### config.mk
export PLATFORM = sky130hd
export DESIGN_NAME = uart_regctl
export DESIGN_NICKNAME = d
export VERILOG_FILES = /design/src/rtl/uart_regctl_pkg.sv /design/src/rtl/uart_regctl_rstsync.sv /design/src/rtl/uart_regctl_txlvl.sv /design/src/rtl/uart_regctl_rxlvl.sv /design/src/rtl/uart_regctl_irq.sv /design/src/rtl/uart_regctl.sv
export SDC_FILE = /design/constraint.sdc
export NUM_CORES = 1
export LEC_CHECK = 0
export BUFFER_PORTS_ARGS = -buffer_cell sky130_fd_sc_hd__buf_2
export CAP_MARGIN = 30
export CORE_ASPECT_RATIO = 1.4
export CORE_MARGIN = 2
export CORE_UTILIZATION = 52
export CTS_BUF_LIST = sky130_fd_sc_hd__clkbuf_4
export CTS_CLUSTER_DIAMETER = 100
export DETAILED_ROUTE_END_ITERATION = 8
export GPL_TIMING_DRIVEN = 0
export PLACE_DENSITY = 0.88
export SLEW_MARGIN = 20
export SYNTH_ARGS = -nofsm -noshare
export SYNTH_HDL_FRONTEND = slang
export SYNTH_SLANG_ARGS = --single-unit
### constraint.sdc
create_clock -name clk -period 2.09 [get_ports clk]
set_input_delay 0.418 -clock clk [delete_from_list [all_inputs] [get_ports clk]]
set_output_delay 0.418 -clock clk [all_outputs]
set_load 0.02 [all_outputs]
### src/rtl/uart_regctl_pkg.sv
`timescale 1ns/1ps
package uart_regctl_pkg;
  localparam int NUM_IRQ  = 4;
  localparam int NUM_REGS = 9;

  // word indices of the register map
  localparam int IDX_PEND  = 0;
  localparam int IDX_IEN   = 1;
  localparam int IDX_ITEST = 2;
  localparam int IDX_CTRL  = 3;
  localparam int IDX_STAT  = 4;
  localparam int IDX_RDAT  = 5;
  localparam int IDX_WDAT  = 6;
  localparam int IDX_QCTL  = 7;
  localparam int IDX_QLVL  = 8;

  // interrupt bit positions
  localparam int IRQ_TXWM  = 0;
  localparam int IRQ_RXWM  = 1;
  localparam int IRQ_TXEMP = 2;
  localparam int IRQ_RXOVF = 3;

  // status bit positions
  localparam int ST_TXFULL  = 0;
  localparam int ST_RXFULL  = 1;
  localparam int ST_TXEMPTY = 2;
  localparam int ST_TXIDLE  = 3;
  localparam int ST_RXIDLE  = 4;
  localparam int ST_RXEMPTY = 5;
  localparam int STAT_W     = 6;

  // control and queue-control bits
  localparam int CTRL_TXEN  = 0;
  localparam int CTRL_RXEN  = 1;
  localparam int QCTL_RXRST = 8;
  localparam int QCTL_TXRST = 9;
  localparam int QLVL_RXSH  = 16;

  typedef logic [NUM_IRQ-1:0] irq_vec_t;
endpackage

### src/rtl/uart_regctl_rstsync.sv
`timescale 1ns/1ps
module uart_regctl_rstsync #(
  parameter int STAGES = 2
) (
  input  logic clk,
  input  logic rst_n,
  output logic rst_sync_n
);
  logic [STAGES-1:0] sync_q;

  always_ff @(posedge clk or negedge rst_n) begin
    if (!rst_n) sync_q <= '0;
    else        sync_q <= {sync_q[STAGES-2:0], 1'b1};
  end

  assign rst_sync_n = sync_q[STAGES-1];
endmodule

### src/rtl/uart_regctl_txlvl.sv
`timescale 1ns/1ps
module uart_regctl_txlvl #(
  parameter int CAP  = 32,
  parameter int LVLW = $clog2(CAP + 1)
) (
  input  logic            clk,
  input  logic            rst_n,
  input  logic            push_req,
  input  logic            pop_req,
  input  logic            flush,
  input  logic [LVLW-1:0] thr,
  output logic [LVLW-1:0] level,
  output logic            wm_set,
  output logic            wm_clr,
  output logic            empty_set
);
  localparam logic [LVLW-1:0] CAP_L = LVLW'(CAP);

  logic            push_ok, pop_ok, lvl_en;
  logic [LVLW-1:0] lvl_nxt;

  assign push_ok = push_req && (level != CAP_L);
  assign pop_ok  = pop_req  && (level != '0);
  assign lvl_en  = flush || push_ok || pop_ok;

  always_comb begin
    lvl_nxt = level;
    if (flush)                 lvl_nxt = '0;
    else if (push_ok && !pop_ok) lvl_nxt = level + 1'b1;
    else if (pop_ok && !push_ok) lvl_nxt = level - 1'b1;
  end

  always_comb begin
    wm_set    = 1'b0;
    wm_clr    = 1'b0;
    empty_set = 1'b0;
    if (!flush) begin
      wm_set    = push_ok && (lvl_nxt >= thr);
      wm_clr    = pop_ok && !wm_set && (lvl_nxt < thr);
      empty_set = pop_ok && (lvl_nxt == '0);
    end
  end

  always_ff @(posedge clk or negedge rst_n) begin
    if (!rst_n)      level <= '0;
    else if (lvl_en) level <= lvl_nxt;
  end
endmodule

### src/rtl/uart_regctl_rxlvl.sv
`timescale 1ns/1ps
module uart_regctl_rxlvl #(
  parameter int DEPTH = 4,
  parameter int DW    = 8,
  parameter int LVLW  = $clog2(DEPTH + 1)
) (
  input  logic            clk,
  input  logic            rst_n,
  input  logic            rx_en,
  input  logic            byte_vld,
  input  logic [DW-1:0]   byte_in,
  input  logic            rd_pop_req,
  input  logic            flush,
  output logic [LVLW-1:0] level,
  output logic [DW-1:0]   hold_q,
  output logic            full,
  output logic            wm_set,
  output logic            ovf_set
);
  localparam logic [LVLW-1:0] DEPTH_L = LVLW'(DEPTH);

  logic            accept, pop_ok, lvl_en;
  logic [LVLW-1:0] lvl_nxt;

  assign full    = (level == DEPTH_L);
  assign accept  = byte_vld && rx_en && !full;
  assign ovf_set = byte_vld && full;
  assign wm_set  = accept;
  assign pop_ok  = rd_pop_req && rx_en && (level != '0);
  assign lvl_en  = flush || accept || pop_ok;

  always_comb begin
    lvl_nxt = level;
    if (flush)                  lvl_nxt = '0;
    else if (accept && !pop_ok) lvl_nxt = level + 1'b1;
    else if (pop_ok && !accept) lvl_nxt = level - 1'b1;
  end

  always_ff @(posedge clk or negedge rst_n) begin
    if (!rst_n)      level <= '0;
    else if (lvl_en) level <= lvl_nxt;
  end

  always_ff @(posedge clk or negedge rst_n) begin
    if (!rst_n)      hold_q <= '0;
    else if (accept) hold_q <= byte_in;
  end
endmodule

### src/rtl/uart_regctl_irq.sv
`timescale 1ns/1ps
module uart_regctl_irq #(
  parameter int N = 4
) (
  input  logic         clk,
  input  logic         rst_n,
  input  logic [N-1:0] hw_set,
  input  logic [N-1:0] hw_clr,
  input  logic [N-1:0] sw_clr,
  input  logic [N-1:0] sw_set,
  input  logic [N-1:0] enable,
  output logic [N-1:0] pend_q,
  output logic [N-1:0] irq
);
  for (genvar i = 0; i < N; i++) begin : g_bit
    logic bit_nxt, bit_en;
    assign bit_en  = hw_set[i] | hw_clr[i] | sw_clr[i] | sw_set[i];
    assign bit_nxt = hw_set[i] | sw_set[i];

    always_ff @(posedge clk or negedge rst_n) begin
      if (!rst_n)      pend_q[i] <= 1'b0;
      else if (bit_en) pend_q[i] <= bit_nxt;
    end

    assign irq[i] = pend_q[i] & enable[i];
  end
endmodule

### src/rtl/uart_regctl.sv
`timescale 1ns/1ps
module uart_regctl
  import uart_regctl_pkg::*;
#(
  parameter int ADDR_W   = 6,
  parameter int TX_DEPTH = 32,
  parameter int RX_DEPTH = 4
) (
  input  logic              clk,
  input  logic              rst_n,
  input  logic              reg_we,
  input  logic              reg_re,
  input  logic [ADDR_W-1:0] reg_addr,
  input  logic [31:0]       reg_wdata,
  output logic [31:0]       reg_rdata,
  input  logic              rx_valid,
  input  logic [7:0]        rx_byte,
  input  logic              tx_pop,
  output logic              irq_tx_wm,
  output logic              irq_rx_wm,
  output logic              irq_tx_empty,
  output logic              irq_rx_ovf
);
  localparam int TX_LVLW = $clog2(TX_DEPTH + 1);
  localparam int RX_LVLW = $clog2(RX_DEPTH + 1);
  localparam logic [TX_LVLW-1:0] TX_CAP_L = TX_LVLW'(TX_DEPTH);

  logic                rst_sync_n;
  logic [NUM_REGS-1:0] hit;
  logic [NUM_REGS-1:0] wr_hit;
  logic [NUM_REGS-1:0] rd_hit;

  logic [1:0]          ctrl_q;
  irq_vec_t            ien_q;
  logic [TX_LVLW-1:0]  thr_q;
  irq_vec_t            pend_q, irq_vec, hw_set, hw_clr, sw_clr, sw_set;

  logic [TX_LVLW-1:0]  tx_level;
  logic [RX_LVLW-1:0]  rx_level;
  logic [7:0]          rx_hold;
  logic                rx_full;
  logic                tx_wm_set, tx_wm_clr, tx_empty_set, rx_wm_set, rx_ovf_set;
  logic                tx_flush, rx_flush;
  logic [STAT_W-1:0]   status;
  logic                unused_bits;

  uart_regctl_rstsync #(.STAGES(2)) u_rstsync (
    .clk        (clk),
    .rst_n      (rst_n),
    .rst_sync_n (rst_sync_n)
  );

  // address decode
  for (genvar i = 0; i < NUM_REGS; i++) begin : g_dec
    assign hit[i]    = (int'(reg_addr[ADDR_W-1:2]) == i);
    assign wr_hit[i] = reg_we && hit[i];
    assign rd_hit[i] = reg_re && hit[i];
  end

  assign tx_flush = wr_hit[IDX_QCTL] && reg_wdata[QCTL_TXRST];
  assign rx_flush = wr_hit[IDX_QCTL] && reg_wdata[QCTL_RXRST];

  // software-owned configuration registers
  always_ff @(posedge clk or negedge rst_sync_n) begin
    if (!rst_sync_n)           ctrl_q <= '0;
    else if (wr_hit[IDX_CTRL]) ctrl_q <= reg_wdata[1:0];
  end

  always_ff @(posedge clk or negedge rst_sync_n) begin
    if (!rst_sync_n)          ien_q <= '0;
    else if (wr_hit[IDX_IEN]) ien_q <= reg_wdata[NUM_IRQ-1:0];
  end

  always_ff @(posedge clk or negedge rst_sync_n) begin
    if (!rst_sync_n)           thr_q <= '0;
    else if (wr_hit[IDX_QCTL]) thr_q <= reg_wdata[TX_LVLW-1:0];
  end

  uart_regctl_txlvl #(.CAP(TX_DEPTH), .LVLW(TX_LVLW)) u_txlvl (
    .clk       (clk),
    .rst_n     (rst_sync_n),
    .push_req  (wr_hit[IDX_WDAT]),
    .pop_req   (tx_pop && ctrl_q[CTRL_TXEN]),
    .flush     (tx_flush),
    .thr       (thr_q),
    .level     (tx_level),
    .wm_set    (tx_wm_set),
    .wm_clr    (tx_wm_clr),
    .empty_set (tx_empty_set)
  );

  uart_regctl_rxlvl #(.DEPTH(RX_DEPTH), .DW(8), .LVLW(RX_LVLW)) u_rxlvl (
    .clk        (clk),
    .rst_n      (rst_sync_n),
    .rx_en      (ctrl_q[CTRL_RXEN]),
    .byte_vld   (rx_valid),
    .byte_in    (rx_byte),
    .rd_pop_req (rd_hit[IDX_RDAT]),
    .flush      (rx_flush),
    .level      (rx_level),
    .hold_q     (rx_hold),
    .full       (rx_full),
    .wm_set     (rx_wm_set),
    .ovf_set    (rx_ovf_set)
  );

  always_comb begin
    hw_set            = '0;
    hw_set[IRQ_TXWM]  = tx_wm_set;
    hw_set[IRQ_RXWM]  = rx_wm_set;
    hw_set[IRQ_TXEMP] = tx_empty_set;
    hw_set[IRQ_RXOVF] = rx_ovf_set;
    hw_clr            = '0;
    hw_clr[IRQ_TXWM]  = tx_wm_clr;
  end

  assign sw_clr = wr_hit[IDX_PEND]  ? reg_wdata[NUM_IRQ-1:0] : '0;
  assign sw_set = wr_hit[IDX_ITEST] ? reg_wdata[NUM_IRQ-1:0] : '0;

  uart_regctl_irq #(.N(NUM_IRQ)) u_irq (
    .clk    (clk),
    .rst_n  (rst_sync_n),
    .hw_set (hw_set),
    .hw_clr (hw_clr),
    .sw_clr (sw_clr),
    .sw_set (sw_set),
    .enable (ien_q),
    .pend_q (pend_q),
    .irq    (irq_vec)
  );

  assign irq_tx_wm    = irq_vec[IRQ_TXWM];
  assign irq_rx_wm    = irq_vec[IRQ_RXWM];
  assign irq_tx_empty = irq_vec[IRQ_TXEMP];
  assign irq_rx_ovf   = irq_vec[IRQ_RXOVF];

  // status derived from the fill levels
  always_comb begin
    status             = '0;
    status[ST_TXFULL]  = (tx_level == TX_CAP_L);
    status[ST_RXFULL]  = rx_full;
    status[ST_TXEMPTY] = (tx_level == '0);
    status[ST_TXIDLE]  = (tx_level == '0);
    status[ST_RXIDLE]  = (rx_level == '0);
    status[ST_RXEMPTY] = (rx_level == '0);
  end

  // read mux; write-only and unmapped offsets return zero
  always_comb begin
    reg_rdata = '0;
    if (reg_re) begin
      unique case (1'b1)
        hit[IDX_PEND]: reg_rdata = 32'(pend_q);
        hit[IDX_IEN]:  reg_rdata = 32'(ien_q);
        hit[IDX_CTRL]: reg_rdata = 32'(ctrl_q);
        hit[IDX_STAT]: reg_rdata = 32'(status);
        hit[IDX_RDAT]: reg_rdata = 32'(rx_hold);
        hit[IDX_QCTL]: reg_rdata = 32'(thr_q);
        hit[IDX_QLVL]: reg_rdata = 32'(tx_level) | (32'(rx_level) << QLVL_RXSH);
        default:       reg_rdata = '0;
      endcase
    end
  end

  assign unused_bits = ^{reg_addr[1:0], reg_wdata[31:10]};
endmodule

# [Word-level counts from Yosys, hierarchy flattened]
# Cells that the tools add are included.
[totals] register_bits=35 word_cells=102 input_bits=52
[classes] magnitude_cmp=2 n_addsub=4 n_reduce_logical=43 muxes=13 bitwise_logic=18 n_eq_ne=11
[ops] cell="case mux 19 bit (7 select lines)" count=1
[ops] cell="two-way mux 32 bit" count=1
[ops] cell="logical AND 1 bit" count=25
[ops] cell="== test 4 bit (second input constant)" count=5
[ops] cell="OR 6 x 19 -> 19 bit" count=1
[ops] cell="two-way mux 6 bit" count=3
[ops] cell="OR 1 bit" count=13
[ops] cell="logical NOT 6 bit" count=2
[ops] cell="two-way mux 3 bit" count=3
[ops] cell="== test 4 x 3 -> 1 bit (second input constant)" count=2
[ops] cell="two-way mux 4 bit" count=2
[ops] cell="adder 6 x 1 -> 6 bit (second input constant)" count=1
[ops] cell="== test 6 bit (second input constant)" count=1
[ops] cell="greater-or-equal comparator 6 bit" count=1
[ops] cell="logical NOT 1 bit" count=6
[ops] cell="less-than comparator 6 bit" count=1
[ops] cell="!= test 6 bit (second input constant)" count=1
[ops] cell="nonzero test 3 bit" count=2
[ops] cell="nonzero test 6 bit" count=1
[ops] cell="subtractor 6 x 1 -> 6 bit (second input constant)" count=1
[ops] cell="AND 1 bit" count=4
[ops] cell="== test 4 x 2 -> 1 bit (second input constant)" count=1
[ops] cell="logical NOT 4 bit" count=1
[ops] cell="logical OR 1 bit" count=4
[ops] cell="other kinds (6)" count=8

# [Longest topological paths before layout]
[depth] ltp_word=17 mapped_depth=16 mapped_depth_nobuf=15

# [Modules after synthesis]
# From an unflattened synthesis, not the netlist that was laid out.
[unflattened] cells_unflattened=301 hier_area_um2=2845.2
[modules_own_cells] mod="uart_regctl" n_inst=1 area_each_um2=1188.6 cells_each=129
[modules_own_cells] mod="uart_regctl_txlvl" n_inst=1 area_each_um2=869.6 cells_each=109
[modules_own_cells] mod="uart_regctl_rxlvl" n_inst=1 area_each_um2=555.5 cells_each=44
[modules_own_cells] mod="uart_regctl_irq" n_inst=1 area_each_um2=177.7 cells_each=16
[modules_own_cells] mod="uart_regctl_rstsync" n_inst=1 area_each_um2=53.8 cells_each=3

# [Worst setup path after synthesis]
# No wires, ideal clock.
[synth_path] kind="flip-flop to flip-flop" from="register u_txlvl.level[1]" to="register u_irq.pend_q[0]" required_time_ns=1.961 arrival_ns=3.011 stages_incl_launch_ff=17 setup_time_ns=0.129 path_slack_ns=-1.050 cell_sequence="dfrtp_1 -> clkbuf_1 -> inv_1 -> ha_1 -> or4b_1 -> nor2_1 -> o211ai_1 -> o21ai_1 -> xor2_1 -> nor2b_1 -> ha_1 -> a21o_1 -> a21o_1 -> a211oi_1 -> a221oi_1 -> a31oi_1 -> o21ai_0"
[synth_via] elab_chain_cells=16 elab_cells_between_ends=25
[synth_rtl] element="start, declared" line_no="uart_regctl_txlvl.sv:12" source="output logic [LVLW-1:0] level,"
[synth_rtl] element="start signal, assigned" line_no="uart_regctl_txlvl.sv:46" source="else if (lvl_en) level <= lvl_nxt;"
[synth_rtl] element="parallel branches: the longest is 5 deep, another holds subtractor 6 x 1 -> 6 bit"
[synth_rtl] element="two-way mux 6 bit *" line_no="uart_regctl_txlvl.sv:29" source="else if (push_ok && !pop_ok) lvl_nxt = level + 1'b1;"
[synth_rtl] element="two-way mux 6 bit *" line_no="uart_regctl_txlvl.sv:28" source="if (flush) lvl_nxt = '0;"
[synth_rtl] element="via u_txlvl.lvl_nxt[2]" line_no="uart_regctl_txlvl.sv:20" source="logic [LVLW-1:0] lvl_nxt;"
[synth_rtl] element="greater-or-equal comparator 6 bit" line_no="uart_regctl_txlvl.sv:38" source="wm_set = push_ok && (lvl_nxt >= thr);"
[synth_rtl] element="logical AND 1 bit" line_no="uart_regctl_txlvl.sv:38"
[synth_rtl] element="logical NOT 1 bit" line_no="uart_regctl_txlvl.sv:39" source="wm_clr = pop_ok && !wm_set && (lvl_nxt < thr);"
[synth_rtl] element="logical AND 1 bit (2 in series)" line_no="uart_regctl_txlvl.sv:39"
[synth_rtl] element="two-way mux 1 bit" line_no="uart_regctl_txlvl.sv:37" source="if (!flush) begin"
[synth_rtl] element="OR 1 bit (3 in series)" line_no="uart_regctl_irq.sv:17" source="assign bit_en = hw_set[i] | hw_clr[i] | sw_clr[i] | sw_set[i];"
[synth_rtl] element="end signal, assigned by index" line_no="uart_regctl_irq.sv:22" source="else if (bit_en) pend_q[i] <= bit_nxt;"
[synth_rtl] element="end, declared" line_no="uart_regctl_irq.sv:12" source="output logic [N-1:0] pend_q,"
# Mark *: on every way through the listed nets, which the timed path passes.
# A chain may end at the register's enable or synchronous reset.

# [Worst setup path after layout]
# Same ends and word-level chain as after synthesis.

==> run metrics <==
RSZ-0062 raised after global routing yes; Final Hold Violating Endpoints 0; clock tree from TritonCTS yes; Buffers on Ports 38; standard-cell row count 30; first-pass detailed-route iteration total 7; fraction of synthesis flops using an asynchronous set or reset pin 100%; Critical path buffers and inverters 2; worst path setup slack after routing -1060 ps; die outline width 63.8 um; Inserted Clock Buffers 5; grt ovf 0; post-detailed-route count of antenna-violating nets 0; cells along the critical path clkbuf_8 -> inv_4 -> ha_4 -> or4b_4 -> nor2_4 -> o211ai_1 -> o21ai_1 -> xor2_1 -> nor2b_2 -> ha_2 -> nand4_1 -> a21oi_2 -> a211oi_2 -> a221oi_1 -> a31oi_1 -> o21ai_1; Critical Path Start Type flop; clk slew on worst S/H paths 120 ps; total global routing track utilization 26.3%; vias after detailed routing 2627; nature of the critical path endpoint flop; pre-CTS setup slack -1210 ps; most frequent cell after synthesis sky130_fd_sc_hd__dfrtp_1; synthesized area per cell 8.89 um^2; largest area contributor in the netlist sky130_fd_sc_hd__dfrtp_1; type of the most critical hold path input port to flop; register bit total from synthesis 35; Setup Crit Path Kind flop to flop; initial core utilization 53.8%; netlist area before placement 0.00260 mm^2; largest net degree at the start of global routing 34; share of the clock period used by the worst path after layout 151%; hpwl dp 5.11 mm; vias per cell 5.85; prevailing post-synth register cell sky130_fd_sc_hd__dfrtp_1; post-route DRC violation count 0; data arrival time of the critical path 3400 ps; Commonest cells post-synth sky130_fd_sc_hd__dfrtp_1, sky130_fd_sc_hd__nor2_1, sky130_fd_sc_hd__nand2_1, sky130_fd_sc_hd__buf_4, sky130_fd_sc_hd__mux2_2; most prevalent standard cell on the critical path sky130_fd_sc_hd__o21ai_1; Initial DRC Count 193; wire length per cell 16.8 um; number of library cell types mapped by synthesis 62; number of enable-type register cells in the synthesized netlist 0; number of instances in the synthesized netlist 293; failing checks negative setup slack; setup violators final 12; final hold slack 250 ps; worst-case clock skew 12.1 ps; clock tree buffer depth 2; highest net fanout along the worst path 5; f_max 0.318 GHz; peak supply drop 0.000675 V; total clock sinks 35; H-tree depth 2; placer's final routability congestion estimate 0.917; leakage power of the design 1.62 nW; count of pins on the block boundary 88; final critical-path required period 3150 ps; number of max-slew violations in the final report 0; wire length of the first global-routing pass 11.4 mm; cell with the largest stage delay on the worst path sky130_fd_sc_hd__or4b_4; total negative slack for setup checks -3090 ps; core region area 0.00484 mm^2; Post-layout nets 446; area growth from synthesis to layout 33.4%; fraction of the yosys area taken by sequential cells 33.6%; drt total wl 7.55 mm; portion of synthesized cell area occupied by the leading cell type 33.6%; share of layout cells above drive strength 1 41.8%; run status finished with violations; Worst-Skew Late Latency 360 ps; count of inserted antenna diode cells 0; Worst path top cell family by delay simple AND/OR/NAND/NOR gates; die outline area 0.00560 mm^2; Clock Tree Root sky130_fd_sc_hd__clkbuf_4; dominant cells by area after synthesis sky130_fd_sc_hd__dfrtp_1, sky130_fd_sc_hd__mux2_2, sky130_fd_sc_hd__buf_4; biggest cell delay along the critical path 510 ps; Synth Warn # 0; Worst Max-Slew Pin Slew 755 ps; critical path data required time 2350 ps; antenna violations before repair 0; Die Span Y 87.7 um; vias in the first global route 2410; max-cap violation count 0; power per cell area 1090 mW/mm^2; Slew Limit Headroom 49.5%
-- layout make-up --
class,count,area (um^2)
sequential,35,881
multi-input combinational,232,1700
clock buffer,5,37.5
clock inverter,3,38.8
tap,64,80.1
timing repair buffer,65,458
fill,350,1370
inverter,11,43.8
buffer,34,236
-- stage by stage --
stage          power (mW)  utilization [%]  std cells  cell area [um^2]
4_1_cts              3.60             69.2        442              3350
5_1_grt              4.02             71.8        449              3480
2_1_floorplan        2.42                -        313              2780
6_report             3.78             71.8        449              3480
3_3_place_gp         2.75             62.9        415              3050
3_5_place_dp         2.85             63.0        415              3050
-- layer usage --
metal	up-vias	part of all wire, %	global-route usage [%]
met1	1234	37	28.9
met3	38	6.9	4.37
met5	-	0	0
met2	164	52	46.9
li1	1191	-	-
met4	0	4.2	16.8
-- state kept, by name, summed over array words and instances (netlist names) --
signal,flops
ctrl_q,2
ien_q,4
thr_q,6
u_irq.pend_q,4
u_rstsync.sync_q,2
u_rxlvl.hold_q,8
u_rxlvl.level,3
u_txlvl.level,6
-- logic make-up (layout without fill, tap and decap cells) --
kind of cell               count (synthesis)  after routing  share of synthesized area, %
and+or+nand+nor                          108            108                          22.2
AOI/OAI and AO/OA                         60             60                          15.8
buffers and inverters                     46            118                          9.85
DFF                                       35             35                          33.6
muxes                                     26             26                          11.1
adders and majority gates                 11             11                          5.48
xor gates and xnor gates                   5              5                          1.68
other                                      2             22                         0.288
-- repair_timing --
action / CTS / global route
resized for setup: 30 / 23
hold buffers: 1 / 0
pin swaps: 11 / 14
setup buffers: 18 / 8
endpoints found under the setup margin: 13 / 15
hold endpoints to repair: 2 / 0
-- worst register-to-register path, cell delays in order (launching register included) --
cell	delay, ps
sky130_fd_sc_hd__dfrtp_1	400
sky130_fd_sc_hd__clkbuf_8	140
sky130_fd_sc_hd__inv_4	50
sky130_fd_sc_hd__ha_4	150
sky130_fd_sc_hd__or4b_4	510
sky130_fd_sc_hd__nor2_4	120
sky130_fd_sc_hd__o211ai_1	100
sky130_fd_sc_hd__o21ai_1	130
sky130_fd_sc_hd__xor2_1	250
sky130_fd_sc_hd__nor2b_2	190
sky130_fd_sc_hd__ha_2	270
sky130_fd_sc_hd__nand4_1	110
sky130_fd_sc_hd__a21oi_2	60
sky130_fd_sc_hd__a211oi_2	200
sky130_fd_sc_hd__a221oi_1	110
sky130_fd_sc_hd__a31oi_1	160
sky130_fd_sc_hd__o21ai_1	80
-- worst paths after layout --
path	start	endpoint	depth (start not counted)	slack, ps
worst max-delay path	u_txlvl.level[1]$_DFFE_PN0P_	u_irq.pend_q[0]$_DFFE_PN0P_	16	-1060
worst min-delay path	reg_wdata[8]	u_rxlvl.level[0]$_DFFE_PN0P_	2	250
worst max register to register	u_txlvl.level[1]$_DFFE_PN0P_	u_irq.pend_q[0]$_DFFE_PN0P_	16	-1060
worst min register to register	u_rstsync.sync_q[1]$_DFF_PN0_	thr_q[4]$_DFFE_PN0N_	0	330
max in group asynchronous	u_rstsync.sync_q[1]$_DFF_PN0_	u_rxlvl.level[0]$_DFFE_PN0P_	0	1220
min in group asynchronous	u_rstsync.sync_q[1]$_DFF_PN0_	thr_q[4]$_DFFE_PN0N_	0	330
-- placed cells by master (no fill, tap or decap), types with 3 or more instances in the layout --
cell	netlist	routed
sky130_fd_sc_hd__or2_4	1	3
sky130_fd_sc_hd__and2_1	5	4
sky130_fd_sc_hd__a21oi_1	14	10
sky130_fd_sc_hd__ha_1	9	7
sky130_fd_sc_hd__o21ai_0	14	11
sky130_fd_sc_hd__inv_1	11	9
sky130_fd_sc_hd__o21ai_1	1	3
sky130_fd_sc_hd__a21oi_2	0	4
sky130_fd_sc_hd__mux2i_1	6	6
sky130_fd_sc_hd__buf_2	4	30
sky130_fd_sc_hd__nor2b_1	7	6
sky130_fd_sc_hd__dfrtp_1	35	31
sky130_fd_sc_hd__nand3_1	6	6
sky130_fd_sc_hd__conb_1	2	22
sky130_fd_sc_hd__and3_1	7	5
sky130_fd_sc_hd__xor2_1	3	3
sky130_fd_sc_hd__mux2_2	19	18
sky130_fd_sc_hd__nand2_1	25	24
sky130_fd_sc_hd__nor3_1	3	3
sky130_fd_sc_hd__clkbuf_1	10	5
sky130_fd_sc_hd__buf_6	0	11
sky130_fd_sc_hd__clkbuf_4	0	6
sky130_fd_sc_hd__buf_4	21	48
sky130_fd_sc_hd__a222oi_1	3	3
sky130_fd_sc_hd__dfrtp_2	0	4
sky130_fd_sc_hd__nor2_1	27	25
-- report_power, final --
part           internal [mW]  switching, mW
clock                  0.246          0.237
combinational           1.06           1.07
sequential             0.933          0.229
total                   2.24           1.54
No activity file was read; power rests on OpenSTA's default activity.
